===== config.mk =====
export PLATFORM = sky130hd
export DESIGN_NAME = oneshot_pair
export DESIGN_NICKNAME = d
export VERILOG_FILES = /design/src/rtl/oneshot_pkg.sv /design/src/rtl/oneshot_sync.sv /design/src/rtl/oneshot_edge.sv /design/src/rtl/oneshot_timer.sv /design/src/rtl/oneshot_pair.sv
export SDC_FILE = /design/constraint.sdc
export NUM_CORES = 1
export LEC_CHECK = 0
export BUFFER_PORTS_ARGS = -buffer_cell sky130_fd_sc_hd__buf_2
export CORE_MARGIN = 5
export CORE_UTILIZATION = 50
export DETAILED_ROUTE_END_ITERATION = 8
export PLACE_DENSITY = 0.75
export SYNTH_ARGS = -nofsm -noshare
export SYNTH_HDL_FRONTEND = slang
export SYNTH_SLANG_ARGS = --single-unit

===== constraint.sdc =====
create_clock -name clk -period 2.1 [get_ports clk]
set_input_delay 0 -clock clk [delete_from_list [all_inputs] [get_ports clk]]
set_output_delay 0 -clock clk [all_outputs]
set_load 0.02 [all_outputs]

===== src/rtl/oneshot_pkg.sv =====
package oneshot_pkg;

    // Synchronised levels of one channel's three inputs
    typedef struct packed {
        logic fa;   // falling-edge trigger level
        logic rb;   // rising-edge trigger level
        logic cn;   // active-low clear level
    } pins_t;

    // Edges seen on one channel in the current cycle
    typedef struct packed {
        logic fa_fall;
        logic rb_rise;
        logic cn_rise;
    } edges_t;

    // A trigger is valid when an edge coincides with the gating levels
    function automatic logic qualify(pins_t cur, edges_t e, logic rel_en);
        logic by_fall;
        logic by_rise;
        logic by_rel;
        by_fall = e.fa_fall & cur.rb & cur.cn;
        by_rise = e.rb_rise & ~cur.fa & cur.cn;
        by_rel  = rel_en & e.cn_rise & ~cur.fa & cur.rb;
        return by_fall | by_rise | by_rel;
    endfunction

endpackage


===== src/rtl/oneshot_sync.sv =====
module oneshot_sync
    import oneshot_pkg::*;
(
    input  logic  clk,
    input  logic  rst,
    input  pins_t d,
    output pins_t q
);
    pins_t s1;

    // Two-stage synchroniser; both stages are filled with the live input during reset
    always_ff @(posedge clk) begin
        if (rst) begin
            s1 <= d;
            q  <= d;
        end else begin
            s1 <= d;
            q  <= s1;
        end
    end
endmodule


===== src/rtl/oneshot_edge.sv =====
module oneshot_edge
    import oneshot_pkg::*;
#(
    parameter bit REL_FIRE = 1'b1
) (
    input  logic  clk,
    input  logic  rst,
    input  pins_t cur,
    output logic  hit
);
    pins_t  prev;
    edges_t e;

    always_ff @(posedge clk) begin
        prev <= cur;   // the same load in and out of reset keeps the history equal to the inputs
    end

    always_comb begin
        e.fa_fall = prev.fa & ~cur.fa;
        e.rb_rise = ~prev.rb & cur.rb;
        e.cn_rise = ~prev.cn & cur.cn;
        hit = ~rst & qualify(cur, e, REL_FIRE);
    end
endmodule


===== src/rtl/oneshot_timer.sv =====
module oneshot_timer #(
    parameter int LEN_W = 8,
    parameter int GAP_W = 4
) (
    input  logic             clk,
    input  logic             rst,
    input  logic             clr_n,
    input  logic             hit,
    input  logic [LEN_W-1:0] len,
    input  logic [GAP_W-1:0] gap,
    output logic             accept,
    output logic             active
);
    localparam logic [GAP_W-1:0] SINCE_MAX = {GAP_W{1'b1}};
    localparam logic [GAP_W-1:0] SINCE_ONE = GAP_W'(1);

    logic [LEN_W-1:0] cnt;
    logic [GAP_W-1:0] since;

    // Cycles since the last accepted trigger, saturating
    assign accept = hit & (since >= gap);
    assign active = (cnt != '0);

    always_ff @(posedge clk) begin
        if (rst) begin
            since <= SINCE_MAX;
        end else if (accept) begin
            since <= SINCE_ONE;
        end else if (since != SINCE_MAX) begin
            since <= since + SINCE_ONE;
        end
    end

    always_ff @(posedge clk) begin
        if (rst || !clr_n) begin
            cnt <= '0;
        end else if (accept) begin
            cnt <= len;
        end else if (cnt != '0) begin
            cnt <= cnt - LEN_W'(1);
        end
    end
endmodule


===== src/rtl/oneshot_pair.sv =====
module oneshot_pair
    import oneshot_pkg::*;
#(
    parameter int NCH      = 2,
    parameter int LEN_W    = 8,
    parameter int GAP_W    = 4,
    parameter bit REL_FIRE = 1'b1
) (
    input  logic                 clk,
    input  logic                 rst,
    input  logic [NCH-1:0]       trig_fall_i,
    input  logic [NCH-1:0]       trig_rise_i,
    input  logic [NCH-1:0]       clr_n_i,
    input  logic [NCH*LEN_W-1:0] len_i,
    input  logic [GAP_W-1:0]     gap_i,
    output logic [NCH-1:0]       q_o,
    output logic [NCH-1:0]       qn_o
);
    logic [NCH-1:0] rs_s;   // synchronised clear per channel
    logic [NCH-1:0] acc;    // accepted trigger per channel

    for (genvar i = 0; i < NCH; i++) begin : g_ch
        pins_t raw;
        pins_t syn;
        logic  hit;

        assign raw = '{fa: trig_fall_i[i], rb: trig_rise_i[i], cn: clr_n_i[i]};

        oneshot_sync u_sync (
            .clk (clk),
            .rst (rst),
            .d   (raw),
            .q   (syn)
        );

        oneshot_edge #(.REL_FIRE(REL_FIRE)) u_edge (
            .clk (clk),
            .rst (rst),
            .cur (syn),
            .hit (hit)
        );

        oneshot_timer #(.LEN_W(LEN_W), .GAP_W(GAP_W)) u_tmr (
            .clk    (clk),
            .rst    (rst),
            .clr_n  (syn.cn),
            .hit    (hit),
            .len    (len_i[i*LEN_W +: LEN_W]),
            .gap    (gap_i),
            .accept (acc[i]),
            .active (q_o[i])
        );

        assign rs_s[i] = syn.cn;
        assign qn_o[i] = ~q_o[i];
    end
endmodule


* Word-level counts from Yosys, hierarchy flattened
Index checks and enable logic that the tools add are counted.
** Storage, ports and cells
- Bits in writable memories :: 0
- Bits in latches :: 0
- Memory bits (read-only) :: 0
- Logic and storage cells :: 89
- Flip-flop bits (word level) :: 42
- Memories kept :: 0
- Output and inout port bits :: 4
** Cells by class
- Divide/modulo/power cells :: 0
- Equality and inequality tests :: 2
- $lt $le $gt $ge :: 2
- Mux-type cells :: 10
- Shift-type cells :: 0
- Bitwise logic cells :: 35
- $mul :: 0
- Add/subtract/negate cells :: 4
- Reductions and logical operators :: 12
** Operators with widths (count)
- 8-bit two-way mux :: 4
- 1-bit AND :: 22
- 4-bit two-way mux :: 4
- 8-bit nonzero test :: 2
- 8-bit by 1-bit subtractor with 8-bit output (second input constant) :: 2
- 1-bit inverter :: 9
- 4-bit by 1-bit adder with 4-bit output (second input constant) :: 2
- 4-bit >= comparator :: 2
- 4-bit inequality test (second input constant) :: 2
- 2-bit nonzero test :: 4
- 3-bit two-way mux :: 2
- 1-bit bitwise OR :: 4
- 2-bit OR reduction :: 2
- 1-bit logical NOT :: 2
- 1-bit logical OR :: 2

* Depth between registers and ports, before layout
- Depth in word-level cells :: 9
- Depth in mapped cells :: 7
- Mapped depth without buffers :: 6

* Hierarchy
Synthesis repeated with hierarchy kept, for this count alone.
** Second synthesis, totals
- Cell total of the unflattened synthesis :: 212
- Area total of the unflattened synthesis :: 2047.0 um^2
** Modules (own cells, without submodules)
- oneshot_timer :: area each 780.7 um^2, cells each 90, instances 2
- oneshot_sync :: area each 153.9 um^2, cells each 9, instances 2
- oneshot_edge :: area each 85.1 um^2, cells each 6, instances 2
- oneshot_pair :: area each 7.5 um^2, cells each 2, instances 1

* Worst setup path after synthesis
No wires, ideal clock.
- Kind :: register to register
- Start point :: reg g_ch[0].u_tmr.since[0]
- End point :: reg g_ch[0].u_tmr.since[0]
- Clock period less this slack :: 1.969 ns
- Arrival :: 1.842 ns
- Path buffers :: 0
- Slack :: 0.131 ns
- Library setup time :: 0.127 ns
- Cell stages (with the launch flop) :: 7
- Cell sequence :: dfxtp_1 > inv_1 > ha_1 > nand2b_1 > a2111oi_4 > nor3_1 > or3_1
** Between the ends
- Cells in the longest elaborated chain, start to end :: 3
** RTL lines
- start, declared :: RTL line oneshot_timer.sv:18 : logic [GAP_W-1:0] since;
- start signal, assigned :: RTL line oneshot_timer.sv:30 : since <= since + SINCE_ONE;
- 4-bit >= comparator :: RTL line oneshot_timer.sv:21 : assign accept = hit & (since >= gap);
- 1-bit AND :: RTL line oneshot_timer.sv:21
- 2-bit OR reduction (no source line)
Several ways; a longest one is shown, not always the timed one.
A chain may end at the register's enable or synchronous reset.

* Final worst setup path
Ends and elaborated chain as after synthesis.

==> impl_metrics.json <==
{
  "outcome": "finished clean",
  "cts_tree": "done",
  "finalHoldViolations": 0,
  "grt.total_usage_pct": 17.1,
  "htree_num_levels": 2,
  "final_cell_mix": "42 x sky130_fd_sc_hd__dfxtp_1, 31 x sky130_fd_sc_hd__buf_2, 16 x sky130_fd_sc_hd__nand2_1, 16 x sky130_fd_sc_hd__dlygate4sd3_1, 15 x sky130_fd_sc_hd__nor2_1",
  "clock-root-buffer": "sky130_fd_sc_hd__clkbuf_8",
  "p_per_area_mw_per_mm2": 1560,
  "design.die.area_sq_mm": 0.00548,
  "finalWeightedCongestion": 0.847,
  "grt_overflow": 0,
  "total_wirelength_of_the_detailed_routed_design_mm": 4.20,
  "critical_path_arrival_ns": 2.08,
  "max_freq_ghz": 0.526,
  "rows": 23,
  "yosysWarningCount": 0,
  "setup.worst_path.class": "reg -> reg",
  "detail_route.first_pass.iterations": 4,
  "insertion_delay_ns": 0.28,
  "cts_sinks": 42,
  "crit_fanout": 5,
  "synthesis.area_sq_mm": 0.00205,
  "irDropWorstVdd_mv": 0.760,
  "total_power_mw": 3.99,
  "most_common_library_cell_in_the_layout_ignoring_fill_and_taps": "sky130_fd_sc_hd__dfxtp_1",
  "leakage_power_figure_nw": 1.13,
  "r2r-start": "g_ch[0].u_tmr.since[0]",
  "synth_enable_flop_cells": 0,
  "flow.area_growth_from_synthesis_pct": 24.6,
  "worst_slew_pin_slew_ns": 0.657,
  "report.final.slew_viol_count": 0,
  "antenna_found_initial": 0,
  "ctsResizeCount": 0,
  "final_layout_size_suffix_gt1_share_pct": 22.2,
  "clock_path_buffers": 2,
  "hold_path.class": "in -> reg",
  "drt_iter0_markers": 195,
  "synth_cell_type_count": 44,
  "viasPerCell": 5.46,
  "first_global_vias": 1665,
  "share_of_synthesized_flip_flops_with_an_asynchronous_set_or_reset_pct": 0,
  "post-route-min-period_ns": 1.90,
  "maxCapViolations": 0,
  "dpl.hpwl_mm": 3.00,
  "worstHoldStart": "len_i[15]",
  "slew_hr_pct": 55.9,
  "io-pin-count": 32,
  "via_count": 1748,
  "grt_max_degree": 18,
  "first_pass_grt_wire_length_mm": 7.36,
  "post_dp_cell_area_sq_mm": 0.00228,
  "remaining_drc_errors": 0,
  "cts_made_buffers": 5,
  "timing.final.setup_violations": 0,
  "core_region_area_sq_mm": 0.00400,
  "avgRoutedWirePerCell_um": 13.1,
  "total_inserted_antenna_cells": 0,
  "timing.final.crit_share_pct": 90.6,
  "nFillCells": 327,
  "netlist_instances": 217,
  "final_antenna_violating_net_count": 0,
  "rsz0062_at_grt": "no",
  "ff2ff_setup_slack_ns": 0.20,
  "starting_density_pct": 51.2,
  "syn_area_per_cell_sq_um": 9.44,
  "worst_clock_skew_ns": 0.0101,
  "ys_seq_elements": 42,
  "worst_setup_path_startpoint": "g_ch[0].u_tmr.since[0]",
  "port_buffers": 31,
  "die_w_um": 74.0,
  "required_time_of_the_critical_path_ns": 2.28,
  "clk_transition_reported_paths_ns": 0.08,
  "cp-start-kind": "flop",
  "crit_path_end_kind": "flop",
  "design.final.nets": 310,
  "die_height_um": 74.0,
  "finish.instance_area_sq_mm": 0.00255,
  "synth.yosys.seq_area_share_pct": 41.0,
  "synth.net_count": 257,
  "finalSetupTns_ns": 0,
  "postSynth.topFlopCell": "sky130_fd_sc_hd__dfxtp_1"
}
-- cell usage after synthesis (2+ instances only) --
library cell                count  share of area, %
sky130_fd_sc_hd__dfxtp_1       42                41
sky130_fd_sc_hd__nand2_1       16               2.9
sky130_fd_sc_hd__nor2_1        15               2.7
sky130_fd_sc_hd__inv_1         13               2.4
sky130_fd_sc_hd__ha_1          12               7.3
sky130_fd_sc_hd__mux2i_1        9               4.4
sky130_fd_sc_hd__a21oi_1        8               2.0
sky130_fd_sc_hd__o21ai_0        8               2.0
sky130_fd_sc_hd__o31ai_1        8               2.9
sky130_fd_sc_hd__mux2_2         7               3.8
sky130_fd_sc_hd__nand3_1        7               1.7
sky130_fd_sc_hd__nor2b_1        6               1.8
sky130_fd_sc_hd__nor3_1         5               1.2
sky130_fd_sc_hd__o2111ai_1      5               2.1
sky130_fd_sc_hd__clkbuf_1       4              0.73
sky130_fd_sc_hd__nor3b_1        4               1.5
sky130_fd_sc_hd__nor4_1         4               1.2
sky130_fd_sc_hd__xor2_1         4               1.7
sky130_fd_sc_hd__a21boi_0       3               1.1
sky130_fd_sc_hd__a31oi_1        3              0.92
sky130_fd_sc_hd__o21a_1         3               1.1
sky130_fd_sc_hd__a2bb2oi_1      2              0.85
sky130_fd_sc_hd__a41o_1         2              0.98
sky130_fd_sc_hd__buf_4          2              0.73
sky130_fd_sc_hd__nand2b_1       2              0.61
sky130_fd_sc_hd__o21bai_1       2              0.73
sky130_fd_sc_hd__o221ai_1       2              0.85
sky130_fd_sc_hd__or4_4          2               1.1
sky130_fd_sc_hd__xnor2_1        2              0.85
-- worst paths after layout --
kind              depth (start not counted)                      to
setup / recovery                          6  g_ch[0].u_tmr.since[0]
setup reg to reg                          6  g_ch[0].u_tmr.since[0]
hold reg to reg                           0  g_ch[1].u_edge.prev[1]
hold / removal                            3    g_ch[1].u_tmr.cnt[7]
-- layout make-up --
type,instances,area (sq um),area share (%)
clock buffers,6,82.6,3.23
clock inverters,1,30.0,1.18
inverters,13,48.8,1.91
well taps,50,62.6,2.45
flip-flops and latches,42,841,32.9
repair buffers,54,368,14.4
multi-input cells,154,1120,43.9
-- report_power, final --
| group | total (mW) | internal (mW) | switching [mW] |
|---|---|---|---|
| Combinational | 2.14 | 1.01 | 1.13 |
| Clock | 0.627 | 0.380 | 0.247 |
| Sequential | 1.22 | 1.00 | 0.218 |
-- routing by layer --
layer  global-route usage, %  part of all wire (%)  routed length [um]
met3                    2.97                   3.5                 146
met2                    28.0                    49                2050
met5                       0                     0                   0
met1                    22.2                    46                1910
met4                    7.44                   2.2                  94
-- per-stage QoR --
stage	worst slack (ns)	hold slack (ns)	utilization [%]	instances
5_1_grt	0.0294	0.0102	63.8	320
6_report	0.198	0.00890	63.8	320
3_5_place_dp	0.219	0.117	57.0	297
4_1_cts	0.205	0.000481	63.8	320
2_1_floorplan	0.131	0.0277	-	217
3_3_place_gp	0.264	0.114	57.0	297
-- registers in the layout, summed over array words and instances, names as in the netlist --
name / cells
g_ch.u_tmr.cnt: 16
g_ch.u_tmr.since: 8
g_ch.u_sync.s1: 6
g_ch.u_sync.q: 6
g_ch.u_edge.prev: 6
-- worst max-delay path, stage by stage, from the launching register on --
cell,delay (ns)
sky130_fd_sc_hd__dfxtp_1,0.36
sky130_fd_sc_hd__inv_1,0.08
sky130_fd_sc_hd__ha_1,0.26
sky130_fd_sc_hd__nand2b_1,0.18
sky130_fd_sc_hd__a2111oi_4,0.37
sky130_fd_sc_hd__nor3_1,0.18
sky130_fd_sc_hd__or3_1,0.36
-- cells by family (layout without fill, tap and decap cells) --
group / Yosys count / count (layout) / share of synthesized area (%)
AND/OR/NAND/NOR: 67 / 67 / 17.0
AO/OA/AOI/OAI: 53 / 53 / 19.5
flip-flops: 42 / 42 / 41.0
buffers and inverters: 21 / 74 / 4.27
multiplexers: 16 / 16 / 8.24
adder cells (fa/ha/maj): 12 / 12 / 7.33
XOR/XNOR: 6 / 6 / 2.56
-- what timing repair did --
action	4_1_cts	5_1_grt
setup buffers	0	0
endpoints found under the hold margin	22	0
hold buffers	16	0
(Power assumes the default switching activity.)
